<file path="src/rtl/utx_pkg.sv">
package utx_pkg;
  localparam int unsigned WORD_W  = 9;
  localparam int unsigned FRAME_W = WORD_W + 3;
  localparam int unsigned CNT_W   = $clog2(FRAME_W + 1);

  typedef struct packed {
    logic len9;
    logic par_en;
    logic par_odd;
    logic stop2;
  } cfg_t;
endpackage

</file>
<file path="src/rtl/utx_parity.sv">
module utx_parity #(
  parameter int unsigned W = 8
) (
  input  logic [W-1:0] bits,
  input  logic         odd,
  output logic         par
);
  // Even: xor of data makes the total even; odd: inverted.
  assign par = (^bits) ^ odd;
endmodule

</file>
<file path="src/rtl/utx_wordfmt.sv">
module utx_wordfmt
  import utx_pkg::*;
(
  input  logic [WORD_W-1:0] data,
  input  cfg_t              cfg,
  output logic [WORD_W-1:0] word
);
  logic par_long, par_short;

  utx_parity #(.W(WORD_W-1)) u_par_long (
    .bits(data[WORD_W-2:0]), .odd(cfg.par_odd), .par(par_long));
  utx_parity #(.W(WORD_W-2)) u_par_short (
    .bits(data[WORD_W-3:0]), .odd(cfg.par_odd), .par(par_short));

  always_comb begin
    word = data;
    if (cfg.len9) begin
      if (cfg.par_en) word[WORD_W-1] = par_long;
    end else begin
      word[WORD_W-1] = 1'b1;
      if (cfg.par_en) word[WORD_W-2] = par_short;
    end
  end
endmodule

</file>
<file path="src/rtl/utx_holdreg.sv">
module utx_holdreg #(
  parameter int unsigned W = 9
) (
  input  logic         clk,
  input  logic         rst_n,
  input  logic         in_valid,
  output logic         in_ready,
  input  logic [W-1:0] in_data,
  input  logic         take,
  output logic         hold_full,
  output logic [W-1:0] hold_data
);
  assign in_ready = !hold_full;

  always_ff @(posedge clk) begin
    if (!rst_n) begin
      hold_full <= 1'b0;
      hold_data <= '0;
    end else if (in_valid && in_ready) begin
      hold_full <= 1'b1;
      hold_data <= in_data;
    end else if (take) begin
      hold_full <= 1'b0;
    end
  end

  // a held word stays put until the shifter takes it
  a_r2_hold_kept: assert property (@(posedge clk) disable iff (!rst_n)
    (hold_full && !take) |=> (hold_full && $stable(hold_data)));
  // the shifter only takes a word that is present
  a_r9_take_needs_word: assert property (@(posedge clk) disable iff (!rst_n)
    take |-> hold_full);
  // after a take the register reports empty
  a_r9_empty_after_take: assert property (@(posedge clk) disable iff (!rst_n)
    take |=> !hold_full);
endmodule

</file>
<file path="src/rtl/utx_shifter.sv">
module utx_shifter
  import utx_pkg::*;
(
  input  logic              clk,
  input  logic              rst_n,
  input  logic              baud_tick,
  input  logic              hold_full,
  input  logic [WORD_W-1:0] word,
  input  cfg_t              cfg,
  output logic              take,
  output logic              txd
);
  logic [FRAME_W-1:0] sr;
  logic [CNT_W-1:0]   left;
  logic               busy;
  logic               last;
  logic [FRAME_W-1:0] frame_vec;
  logic [CNT_W-1:0]   frame_len;

  assign last = busy && (left == CNT_W'(1));
  assign take = baud_tick && hold_full && (!busy || last);

  always_comb begin
    if (cfg.len9) frame_vec = {2'b11, word, 1'b0};
    else          frame_vec = {3'b111, word[WORD_W-2:0], 1'b0};
    frame_len = CNT_W'(FRAME_W - 2) + CNT_W'(cfg.len9) + CNT_W'(cfg.stop2);
  end

  always_ff @(posedge clk) begin
    if (!rst_n) begin
      sr   <= '1;
      left <= '0;
      busy <= 1'b0;
    end else if (take) begin
      sr   <= frame_vec;
      left <= frame_len;
      busy <= 1'b1;
    end else if (baud_tick && busy) begin
      if (last) begin
        sr   <= '1;
        left <= '0;
        busy <= 1'b0;
      end else begin
        sr   <= {1'b1, sr[FRAME_W-1:1]};
        left <= left - CNT_W'(1);
      end
    end
  end

  assign txd = busy ? sr[0] : 1'b1;

  // the line only moves on a baud tick
  a_r3_line_on_tick: assert property (@(posedge clk) disable iff (!rst_n)
    !baud_tick |=> $stable(txd));
  // a load is followed by the start bit
  a_r3_start_low: assert property (@(posedge clk) disable iff (!rst_n)
    take |=> (!txd && busy));
  // bit counter holds between ticks
  a_r3_count_hold: assert property (@(posedge clk) disable iff (!rst_n)
    (busy && !baud_tick) |=> $stable(left));
  // a waiting word follows the last stop bit with no gap
  a_r11_no_gap: assert property (@(posedge clk) disable iff (!rst_n)
    (last && baud_tick && hold_full) |=> (busy && !txd));
endmodule

</file>
<file path="src/rtl/utx_core.sv">
module utx_core
  import utx_pkg::*;
(
  input  logic              clk,
  input  logic              rst_n,
  input  logic              baud_tick,
  input  logic              in_valid,
  output logic              in_ready,
  input  logic [WORD_W-1:0] in_data,
  input  logic              cfg_len9,
  input  logic              cfg_par_en,
  input  logic              cfg_par_odd,
  input  logic              cfg_stop2,
  output logic              txd,
  output logic              tx_empty
);
  cfg_t              cfg;
  logic              take;
  logic              hold_full;
  logic [WORD_W-1:0] hold_data;
  logic [WORD_W-1:0] word;

  assign cfg = '{len9: cfg_len9, par_en: cfg_par_en,
                 par_odd: cfg_par_odd, stop2: cfg_stop2};

  utx_holdreg #(.W(WORD_W)) u_hold (
    .clk(clk), .rst_n(rst_n), .in_valid(in_valid), .in_ready(in_ready),
    .in_data(in_data), .take(take), .hold_full(hold_full),
    .hold_data(hold_data));

  utx_wordfmt u_fmt (.data(hold_data), .cfg(cfg), .word(word));

  utx_shifter u_shift (
    .clk(clk), .rst_n(rst_n), .baud_tick(baud_tick), .hold_full(hold_full),
    .word(word), .cfg(cfg), .take(take), .txd(txd));

  assign tx_empty = !hold_full;

  // idle line is high whenever nothing was ever loaded
  a_r1_idle_high: assert property (@(posedge clk) disable iff (!rst_n)
    ($past(!rst_n) && !$past(take)) |-> txd);
endmodule

</file>
<file path="config.mk">
export PLATFORM = sky130hd
export DESIGN_NAME = utx_core
export DESIGN_NICKNAME = d
export VERILOG_FILES = /design/src/rtl/utx_pkg.sv /design/src/rtl/utx_parity.sv /design/src/rtl/utx_wordfmt.sv /design/src/rtl/utx_holdreg.sv /design/src/rtl/utx_shifter.sv /design/src/rtl/utx_core.sv
export SDC_FILE = /design/constraint.sdc
export NUM_CORES = 1
export LEC_CHECK = 0
export ABC_CLOCK_PERIOD_IN_PS = 3500
export BUFFER_PORTS_ARGS = -buffer_cell sky130_fd_sc_hd__buf_2
export CAP_MARGIN = 20
export CORE_MARGIN = 1
export CORE_UTILIZATION = 55
export DETAILED_ROUTE_END_ITERATION = 10
export PLACE_DENSITY = 0.77
export SLEW_MARGIN = 20
export SYNTH_ARGS = -nofsm -noshare
export SYNTH_HDL_FRONTEND = slang
export SYNTH_HIERARCHICAL = 1
export SYNTH_SLANG_ARGS = --single-unit
</file>
<file path="constraint.sdc">
create_clock -name clk -period 3.5 [get_ports clk]
set_clock_uncertainty 0.05 [all_clocks]
set_input_delay 0.7 -clock clk [delete_from_list [all_inputs] [get_ports clk]]
set_output_delay 0.7 -clock clk [all_outputs]
set_load 0.005 [all_outputs]
</file>
# Word-level counts from Yosys, hierarchy flattened

Index checks and enable logic that the tools add are counted.

Flip-flop bits (word level): 27
Output and inout bits: 3
Input bits: 17
Word-level logic and storage cells: 41

Eq/ne operators: 1
Add/subtract/negate cells: 3
Bitwise operators: 2
Reductions and logical operators: 14
Multiplexer cells: 16

Operators by type and width:

| operator                                                            | count |
|---|---|
| 12-bit two-way mux                                                  | 2 |
| 4-bit two-way mux                                                   | 3 |
| 11-bit two-way mux                                                  | 1 |
| 10-bit two-way mux                                                  | 1 |
| 1-bit two-way mux                                                   | 9 |
| 8-bit XOR reduction                                                 | 1 |
| 7-bit XOR reduction                                                 | 1 |
| 2-bit nonzero test                                                  | 3 |
| 1-bit logical AND                                                   | 5 |
| 4-bit by 1-bit adder with 4-bit output                              | 1 |
| 4-bit by 1-bit adder with 4-bit output (first input constant)       | 1 |
| 4-bit by 1-bit == test with 1-bit output (second input constant)    | 1 |
| 4-bit by 1-bit subtractor with 4-bit output (second input constant) | 1 |
| 1-bit zero test                                                     | 2 |
| 2-bit AND reduction                                                 | 1 |
| 1-bit XOR                                                           | 2 |
| 1-bit logical OR                                                    | 1 |

# Longest topological paths before layout

Gate-level depths: netlist of the first run.

Depth after elaboration: 6
Depth in mapped cells: 7
Depth with buffers taken out: 7

# Modules after synthesis

Netlist of the first run, hierarchy kept.

Modules (own cells, without submodules):

| module                          | seq. area each (um^2) | cells an instance | times used | area each (um^2) |
|---|---|---|---|---|
| utx_shifter                     | 300.3                 | 91                | 1          | 804.5 |
| utx_holdreg                     | 200.2                 | 44                | 1          | 420.4 |
| utx_wordfmt                     | 0.0                   | 11                | 1          | 95.1 |
| utx_parity at u_fmt.u_par_long  | 0.0                   | 7                 | 1          | 82.6 |
| utx_parity at u_fmt.u_par_short | 0.0                   | 7                 | 1          | 61.3 |
| utx_core                        | 0.0                   | 1                 | 1          | 3.8 |

# Worst setup path before layout of the first run

OpenSTA, ideal clock, no wires.

Kind: in2reg
Start: input port cfg_par_odd
End: register u_shift.sr[8]
Setup slack: 1.754 ns
Data required time: 3.319 ns
Arrival: 1.566 ns
Library setup time: 0.131 ns
Stages: 6
Cells stage by stage: xnor2_1 xnor2_1 xnor2_1 mux2_4 a211oi_1 o21ai_1

Word-level cells in the longest chain between the ends: 5

Ends and longest elaborated chain:

| what                   | RTL line          | RTL |
|---|---|---|
| start: declaration     | utx_core.sv:12    | `input logic cfg_par_odd,` |
| 1-bit XOR              | utx_parity.sv:9   | `assign par = (^bits) ^ odd;` |
| net u_fmt.par_short    | utx_wordfmt.sv:8  | `logic par_long, par_short;` |
| 1-bit two-way mux      | utx_wordfmt.sv:21 | `if (cfg.par_en) word[WORD_W-2] = par_short;` |
| 1-bit two-way mux      | utx_wordfmt.sv:17 | `if (cfg.len9) begin` |
| net word[7]            | utx_core.sv:21    | `logic [WORD_W-1:0] word;` |
| 10-bit two-way mux     | utx_shifter.sv:24 | `if (cfg.len9) frame_vec = {2'b11, word, 1'b0};` |
| 12-bit two-way mux     | utx_shifter.sv:34 | `end else if (take) begin` |
| end signal: assignment | utx_shifter.sv:35 | `sr <= frame_vec;` |
| end signal: assignment | utx_shifter.sv:44 | `sr <= {1'b1, sr[FRAME_W-1:1]};` |
| end: declaration       | utx_shifter.sv:13 | `logic [FRAME_W-1:0] sr;` |

The timed path passes the listed nets, and every way through them passes these cells.
A chain may end at the register's enable or synchronous reset.

# Worst setup path in the final report of the first run

Start: register u_shift.busy
End: output port txd

Word-level cells in the longest chain between the ends: 1

Ends and longest elaborated chain:

| what                     | RTL line          | RTL |
|---|---|---|
| start: declaration       | utx_shifter.sv:15 | `logic busy;` |
| start signal: assignment | utx_shifter.sv:33 | `busy <= 1'b0;` |
| start signal: assignment | utx_shifter.sv:37 | `busy <= 1'b1;` |
| start signal: assignment | utx_shifter.sv:42 | `busy <= 1'b0;` |
| 1-bit two-way mux        | utx_shifter.sv:50 | `assign txd = busy ? sr[0] : 1'b1;` |
| end: declaration         | utx_core.sv:14    | `output logic txd,` |

Every way passes these cells.

==> summary.txt, run 1 <==
Status
  – Run status: finished clean

Synth
  – Seq cells post-synth: 25
  – Sequential area share after synthesis: 34.10%
  – Avg Inst Size Synth: 9.116 sq um
  – Ys flop type: dfxtp_1
  – Number of enable flip-flop cells after synthesis: 0
  – Asr flop ratio synth: 0%
  – Post-Syn Area: 1468 sq um
  – Yosys warnings: 6
  – Mapped Cells: 161
  – Post-synthesis cell type count: 40
  – Syn nets: 181

STA
  – RSZ-0062 raised after global routing: false
  – Fmax achieved: 500.0 MHz
  – Slew at the pin closest to its max-slew limit: 746.6 ps
  – Tcrit/Tclk final: 57.14%
  – Setup TNS: 0 ps
  – Min cycle time layout: 2000 ps
  – Final Hold Vio Count: 0
  – Final setup viols: 0
  – Pins Over Slew Limit: 0
  – Slew margin rel.: 50.01%

Routing
  – Avg WL per Cell: 13.27 um
  – Detailed Route WL: 2.615 mm
  – DR pass1 iterations: 4
  – Starting DRT DRC Count: 12
  – Drt drc: 0
  – Post-DR vias/cell: 5.898
  – ANT nets after route: 0
  – Vias: 1162

GRT
  – Initial antenna violation count: 0
  – First-pass GRT wire length: 4.595 mm
  – GRT Residual Overflow: 0
  – Vias in the first global route: 1054
  – Largest net degree at the start of global routing: 36
  – Gr usage total: 21.93%

Floorplan
  – Core Box Area: 2500 sq um
  – Die Y: 53.66 um
  – Die width: 53.66 um
  – Total die area: 2879 sq um
  – Starting density of the core: 58.71%
  – Row cnt: 18
  – I/O pin cnt: 20

Clock network
  – Post_cts resized: 0
  – CTS tree: done
  – CTS max path bufs: 2
  – Worst-Skew Late Latency: 310 ps
  – Number of hold buffers added after CTS: 0
  – Htree depth: 1
  – Root buf cell: clkbuf_4
  – CTS Sinks: 25
  – CTS Buf Count: 3
  – Clock-pin slew on the worst setup and hold paths: 130 ps
  – Post-CTS setup buffers: 0

Worst setup path
  – Worst setup path class: register to output port
  – Worst Path Max Fanout: 16
  – Critical path arrival: 1250 ps
  – WP buf/inv: 1
  – Worst EP required: 2750 ps
  – CP Cell Sequence: nand2_1 -> buf_2
  – Slowest CP cell: dfxtp_1
  – CP top delay family: flip-flops
  – Crit path largest cell delay: 700 ps
  – CP endpoint kind: output port
  – Startpoint class of the critical path: register
  – Worst R2R Setup Slack: 1540 ps

Place
  – Post-DP HPWL: 1.847 mm
  – Port buffer count: 19
  – Routability cong.: 0.7504

Final layout
  – Most frequent cells in the layout: dfxtp_1, nand2_1, buf_2
  – Share of layout cells above drive strength 1: 17.37%
  – Sequential cell area: 500.5 sq um
  – Most common cell after layout, fill and taps aside: dfxtp_1
  – Layout Nets: 188
  – Ant. Diodes: 0
  – Fillers: 227
  – Layout area overhead: 2.217%
  – Multi-input gate area: 810.8 sq um

Power and ir drop
  – Post-layout power: 0.5960 mW
  – Lkg Pwr: 0.5995 nW
  – PwrDens: 397.3 nW/um^2
  – Maximum VDD drop: 0.0002396 V

Run
  – Max-cap violations: 0

Hold path
  – Hold/Removal Path Class: register to register
==> layer usage <==
metal	up-vias	global-route usage, %	wire [um]
met2	22	37.71	1368
met3	2	3.390	73
li1	574	-	-
met5	-	0	0
met4	0	7.895	15
met1	564	27.56	1157
==> state kept, by name, summed over array words and instances, names as in the netlist <==
| register | count |
|---|---|
| u_hold/hold_data | 9 |
| u_hold/hold_full | 1 |
| u_shift/sr | 10 |
| u_shift/left | 4 |
| u_shift/busy | 1 |
==> synthesized netlist by cell type (4+ instances only) <==
| cell | count | area [sq um] |
|---|---|---|
| buf_4 | 7 | 52.55 |
| dfxtp_1 | 25 | 500.5 |
| inv_1 | 8 | 30.03 |
| nand2_1 | 23 | 86.33 |
| a211oi_1 | 10 | 75.07 |
| o21ai_0 | 4 | 20.02 |
| mux2i_1 | 11 | 110.1 |
| xnor2_1 | 10 | 87.58 |
| a21oi_1 | 5 | 25.02 |
| o32ai_1 | 8 | 70.07 |
| o21ai_1 | 8 | 40.04 |
==> metrics by stage <==
step                      instances  hold slack (ps)  utilization [%]  area [sq um]  setup slack (ps)
after floorplan                 161            384.1                -          1468              1754
after global placement          193            402.1            58.96          1474              1585
after detailed placement        193            419.2            58.96          1474              1552
after CTS                       197            437.5            60.01          1500              1491
after global routing            197            456.8            60.01          1500              1337
final                           197            430.0            60.01          1500              1500
==> cells by family after synthesis <==
group	after synthesis	synth area share, %
flip-flops	25	34.10
AO/OA/AOI/OAI	44	20.97
multiplexers	12	8.525
AND/OR/NAND/NOR	38	13.39
adder cells (fa/ha/maj)	3	2.558
buffers and inverters	25	10.66
XOR/XNOR	14	9.804
==> final cells by class <==
class	count	area share (%)
multi-input cells	111	54.05
inverters	8	2.002
well taps	30	2.502
repair buffers	19	6.339
clock buffers	4	1.751
flip-flops and latches	25	33.36
==> power by group <==
part	total, mW	internal [mW]	switching (mW)
Combinational	0.139	0.0737	0.0650
Clock	0.128	0.0445	0.0832
Sequential	0.329	0.305	0.0242
Total	0.596	0.423	0.172
==> path summary, 6_finish.rpt <==
path	start	end	cells past startpoint
setup / recovery	u_shift/busy	txd	2
hold / removal	u_hold/hold_data[8]	u_hold/hold_data[8]	2
setup reg to reg	u_shift/left[1]	u_hold/hold_full	7
hold reg to reg	u_hold/hold_data[8]	u_hold/hold_data[8]	2
==> worst min-delay path: cells and delay by family (launching register included) <==
family,cells,cell delay (ps)
DFF,1,340
and+or+nand+nor,1,50
muxes,1,50
Note: power is estimated with default switching activity, not from simulation.
==> run 2: changes to the inputs <==
Settings changed: ABC_CLOCK_PERIOD_IN_PS 3500 to 2090.
Clock period 3.5 ns to 2.09 ns, I/O delays scaled along.
==> summary.txt, run 2 (synthesized netlist as in run 1, its figures left out) <==
Status
  – Run status: finished clean

Clock network
  – CTS tree: done
  – Post-CTS setup buffers: 0
  – CTS Sinks: 25
  – Worst-Skew Late Latency: 320 ps
  – Root buf cell: clkbuf_4
  – Htree depth: 1
  – CTS max path bufs: 2
  – Number of hold buffers added after CTS: 0
  – CTS Buf Count: 3
  – Clock-pin slew on the worst setup and hold paths: 140 ps
  – Post_cts resized: 0

Place
  – Post-DP HPWL: 1.953 mm
  – Post-place setup slack: 431.9 ps
  – Routability cong.: 0.7619
  – Dpl cells: 196
  – Post-DP Area: 1496 sq um
  – Port buffer count: 19

Floorplan
  – Die Y: 53.66 um
  – I/O pin cnt: 20
  – Row cnt: 18
  – Total die area: 2879 sq um
  – Starting density of the core: 58.71%
  – Die width: 53.66 um
  – Core Box Area: 2500 sq um

GRT
  – Gr usage total: 20.91%
  – Largest net degree at the start of global routing: 23
  – GRT Residual Overflow: 0
  – First-pass GRT wire length: 4.381 mm
  – Vias in the first global route: 1062
  – Initial antenna violation count: 0

STA
  – Fmax achieved: 597.5 MHz
  – Final Hold Vio Count: 0
  – Pins Over Slew Limit: 0
  – Final setup viols: 0
  – WHS: 268.5 ps
  – RSZ-0062 raised after global routing: false
  – Tcrit/Tclk final: 80.08%
  – Slew at the pin closest to its max-slew limit: 577.6 ps
  – Setup TNS: 0 ps
  – Final setup margin: 416.3 ps
  – Slew margin rel.: 61.32%
  – Min cycle time layout: 1674 ps

Worst setup path
  – Worst R2R Setup Slack: 420 ps
  – Critical path arrival: 1900 ps
  – Crit path largest cell delay: 470 ps
  – Worst Path Max Fanout: 11
  – CP top delay family: simple AND/OR/NAND/NOR gates
  – Startpoint class of the critical path: register
  – Worst EP required: 2320 ps
  – Worst setup path class: register to register
  – CP endpoint kind: register
  – CP Cell Sequence: inv_1 -> ha_1 -> or3b_4 -> a211oi_2 -> o31a_1
  – R2R cell count: 5
  – WP depth: 5
  – WP buf/inv: 1
  – Slowest CP cell: or3b_4

Routing
  – Drt drc: 0
  – DR pass1 iterations: 4
  – Vias: 1135
  – Detailed Route WL: 2.627 mm
  – Post-DR vias/cell: 5.675
  – Starting DRT DRC Count: 16
  – Avg WL per Cell: 13.14 um
  – ANT nets after route: 0

Final layout
  – Largest registers: u_shift/sr x10, u_hold/hold_data x9, u_shift/left x4
  – Finished Core Util: 60.96%
  – Layout Nets: 191
  – Most common cell after layout, fill and taps aside: dfxtp_1
  – Top reg by flops: u_shift/sr
  – Share of layout cells above drive strength 1: 19.41%
  – Most frequent cells in the layout: dfxtp_1, nand2_1, buf_2
  – Non-filler cells, final: 200
  – Max reg flops: 10
  – Ant. Diodes: 0
  – Design area: 1524 sq um
  – Layout area overhead: 3.836%

Power and ir drop
  – Post-layout power: 1.007 mW
  – Maximum VDD drop: 0.0004963 V
  – Lkg Pwr: 0.6176 nW
  – PwrDens: 661.0 nW/um^2

Run
  – Max-cap violations: 0

Hold path
  – Worst hold path depth: 3
  – Hold/Removal Path Class: input port to register
[run 2: worst register-to-register path, cell delays in order (launching register included)]
cell and delay [ps]:
dfxtp_1 350, inv_1 90, ha_1 200, or3b_4 470, a211oi_2 300, o31a_1 170
[run 2: area by class of cell]
class                           instances  area (sq um)
Clock buffer                            3         22.52
Inverter                                8         30.03
Clock inverter                          1         5.005
Fill cell                             229         975.9
Timing Repair Buffer                   22         117.6
Multi-Input combinational cell        111         810.8
Sequential cell                        25         500.5
Tap cell                               30         37.54
[run 2: power by group]
part,switching (mW),internal (mW)
Sequential,0.0367,0.511
Clock,0.147,0.0717
Combinational,0.114,0.128
[run 2: path summary, 6_finish.rpt]
| check | start | to |
|---|---|---|
| max | u_shift/left[1] | u_shift/left[1] |
| min | in_data[4] | u_hold/hold_data[4] |
| max reg2reg | u_shift/left[1] | u_shift/left[1] |
| min reg2reg | u_hold/hold_data[8] | u_hold/hold_data[8] |
[run 2: metal layers]
metal	share of wire (%)	track usage, %	up-vias
li1	-	-	580
met1	45	25.43	538
met2	52	37.29	15
met3	2.6	2.542	2
met4	0.38	7.895	0
met5	0	0	-
==> run 3: changes to the inputs <==
Settings changed: ABC_AREA set to 1, ABC_CLOCK_PERIOD_IN_PS 2090 to 1600, PLACE_DENSITY 0.77 to 0.76.
Clock period 2.09 ns to 1.6 ns, I/O delays scaled along.
==> summary.txt, run 3 <==
Power and ir drop
  – Sequential Power Share: 49.2%
  – Post-layout power: 1.502 mW
  – Clk pwr share: 19.6%
  – Maximum VDD drop: 0.0004845 V
  – Gate power share: 31.3%
  – Internal power: 0.9713 mW
  – Switch Pwr: 0.5310 mW
  – Lkg Pwr: 1.103 nW
  – PwrDens: 797.8 nW/um^2
  – Sw frac: 35.34%

Synth
  – Top cells by area, synth: dfxtp_1, nand2_1, inv_1, nand3_1, nor2_1
  – Fraction of synthesized area in multiplexers: 0%
  – Adder-cell share of the synthesized area: 2.141%
  – Mapped Cells: 291
  – Share of the synthesized area in the top cell type: 28.55%
  – XOR/XNOR Fraction of Synth Area: 1.499%
  – Ys flop type: dfxtp_1
  – Number of enable flip-flop cells after synthesis: 0
  – Commonest cells in the netlist: nand2_1, inv_1, nand3_1, dfxtp_1, nor2_1
  – Sequential area share after synthesis: 28.55%
  – Top-count cell post-synth: nand2_1
  – Largest family of logic cells by synthesized area: simple AND/OR/NAND/NOR gates
  – Asr flop ratio synth: 0%
  – Avg Inst Size Synth: 6.024 sq um
  – Post-Syn Area: 1753 sq um
  – Syn nets: 311
  – Seq cells post-synth: 25
  – Synth Area in Simple Gates: 38.12%
  – Post-synthesis cell type count: 24
  – Yosys warnings: 6
  – Compound-Gate Fraction of Synth Area: 6.281%
  – Cell taking the most area after synthesis: dfxtp_1

Final layout
  – Most common cell after layout, fill and taps aside: nand2_1
  – Layout area overhead: 7.424%
  – Top reg by flops: u_shift/sr
  – Max reg flops: 10
  – Most frequent cells in the layout: nand2_1, inv_1, nand3_1
  – Share of layout cells above drive strength 1: 18.30%
  – Largest registers: u_shift/sr x10, u_hold/hold_data x9, u_shift/left x4
  – Ant. Diodes: 0
  – Fillers: 307
  – Layout Nets: 327

STA
  – WHS: 244.0 ps
  – Min cycle time layout: 1498 ps
  – Slew margin rel.: 73.40%
  – Final setup margin: 101.5 ps
  – Slew at the pin closest to its max-slew limit: 399.0 ps
  – Final setup viols: 0
  – RSZ-0062 raised after global routing: true
  – Tcrit/Tclk final: 93.65%
  – Final Hold Vio Count: 0
  – Pins Over Slew Limit: 0
  – Fmax achieved: 667.4 MHz

Routing
  – Starting DRT DRC Count: 61
  – Drt drc: 0
  – DR pass1 iterations: 4
  – ANT nets after route: 0
  – Post-DR vias/cell: 4.543
  – Vias: 1590
  – Avg WL per Cell: 9.100 um
  – Detailed Route WL: 3.185 mm

Worst setup path
  – Top cell by count, worst path: nand2_1
  – Worst EP required: 1760 ps
  – Critical path arrival: 1660 ps
  – Slowest CP cell: dfxtp_4
  – CP Cell Sequence: inv_1 -> nand2_2 -> nand3_1 -> nand2_1 -> nand2_2 -> nand2_1 -> nand2_1 -> nand2_1 -> inv_1 -> nand2_1 -> nand3_1 -> o21ai_0 -> o2111ai_1
  – RR Endpoint: u_shift/sr[9]
  – Worst Setup SP: u_hold/hold_data[0]
  – CP endpoint kind: register
  – R2R cell count: 13
  – Critical Path End: u_shift/sr[9]
  – Worst r2r src: u_hold/hold_data[0]
  – Worst R2R Setup Slack: 100 ps
  – Crit path largest cell delay: 390 ps
  – Worst Path Max Fanout: 6
  – Startpoint class of the critical path: register
  – Worst setup path class: register to register

GRT
  – First-pass GRT wire length: 5.547 mm
  – Initial antenna violation count: 0
  – Largest net degree at the start of global routing: 28
  – GRT Residual Overflow: 0
  – Vias in the first global route: 1342
  – Gr usage total: 20.75%

Floorplan
  – Die width: 58.46 um
  – Row cnt: 20
  – Die Y: 58.46 um
  – Core Box Area: 3028 sq um
  – Starting density of the core: 57.89%
  – Total die area: 3417 sq um
  – I/O pin cnt: 20

Clock network
  – Worst-Skew Late Latency: 330 ps
  – Root buf cell: clkbuf_4
  – CTS Sinks: 25
  – CTS Buf Count: 3
  – CTS max path bufs: 2
  – Clock-pin slew on the worst setup and hold paths: 150 ps
  – Htree depth: 1
  – CTS tree: done

Hold path
  – Worst hold path depth: 5
  – Hold/Removal Path Class: input port to register

Place
  – Port buffer count: 19
  – Post-DP HPWL: 2.351 mm
  – Routability cong.: 0.8300
  – Post-place setup slack: 17.91 ps

Run
  – Max-cap violations: 0

Status
  – Run status: finished clean
## run 3: changes by cell type in the layout (fill, tap and decap cells not counted), sizes merged, moves of 3 or more
| cell | before | now |
|---|---|---|
| mux2i | 11 | 0 |
| nand3 | 1 | 40 |
| nor2b | 3 | 0 |
| nor2 | 2 | 22 |
| xnor2 | 11 | 0 |
| inv | 8 | 72 |
| o32ai | 8 | 0 |
| buf | 22 | 26 |
| a211oi | 11 | 0 |
| nand2 | 23 | 86 |
## run 3: timing repair
action,CTS,global route
setup buffers,0,3
hold buffers,0,0
gates resized for setup,0,16
endpoints found under the setup margin,0,5
## run 3: power groups by stage
stage / Combinational, mW / Clock, mW / Sequential [mW]
floorplan: 0.401 / 0 / 0.739
global placement: 0.444 / 0 / 0.749
detailed placement: 0.454 / 0 / 0.751
CTS: 0.455 / 0.307 / 0.737
global route: 0.543 / 0.334 / 0.750
finish: 0.470 / 0.294 / 0.738
## run 3: cell type report
cell class,count,area (sq um),share of cell area [%]
multi-input combinational,177,844.6,44.85
sequential,25,523.0,27.77
inverter,74,282.8,15.02
timing repair buffer,26,147.6,7.841
tap,44,55.05,2.924
clock buffer,3,22.52,1.196
clock inverter,1,7.507,0.3987
## run 3: how the worst min path moves through the flow
stage	slack, ps	end	startpoint
finish	240	u_hold/hold_data[8]	in_data[8]
global route	260	u_shift/sr[9]	cfg_len9
CTS	240	u_hold/hold_data[8]	in_data[8]
detailed placement	420	u_hold/hold_data[8]	u_hold/hold_data[8]
global placement	420	u_hold/hold_data[8]	u_hold/hold_data[8]
floorplan	410	u_hold/hold_data[8]	u_hold/hold_data[8]
## run 3: through the flow
step / utilization (%) / cell area (sq um) / instances / setup TNS (ps)
after detailed placement: 59.50 / 1802 / 343 / 0
after global routing: 62.19 / 1883 / 350 / -9.741
final: 62.19 / 1883 / 350 / 0
after global placement: 59.50 / 1802 / 343 / 0
after CTS: 60.50 / 1832 / 347 / 0
after floorplan: - / 1753 / 291 / 0
## run 3: critical path, delay by kind of cell, from the launching register on
kind,cells,cell delay [ps]
AO/OA/AOI/OAI,2,280
flip-flops,1,390
AND/OR/NAND/NOR,9,560
buffers and inverters,2,90
## run 3: cell families (layout without fill, tap and decap cells)
kind of cell,Yosys count,in the layout
XOR/XNOR,3,3
AO/OA/AOI/OAI,20,20
AND/OR/NAND/NOR,151,151
buffers and inverters,89,104
flip-flops,25,25
adder cells (fa/ha/maj),3,3
## run 3: per-layer routing
layer,GRT usage [%],vias up,share of wire (%)
li1,-,891,-
met3,2.198,4,1.3
met2,33.99,13,44
met4,7.823,0,1.6
met5,0,-,0
met1,28.18,682,53
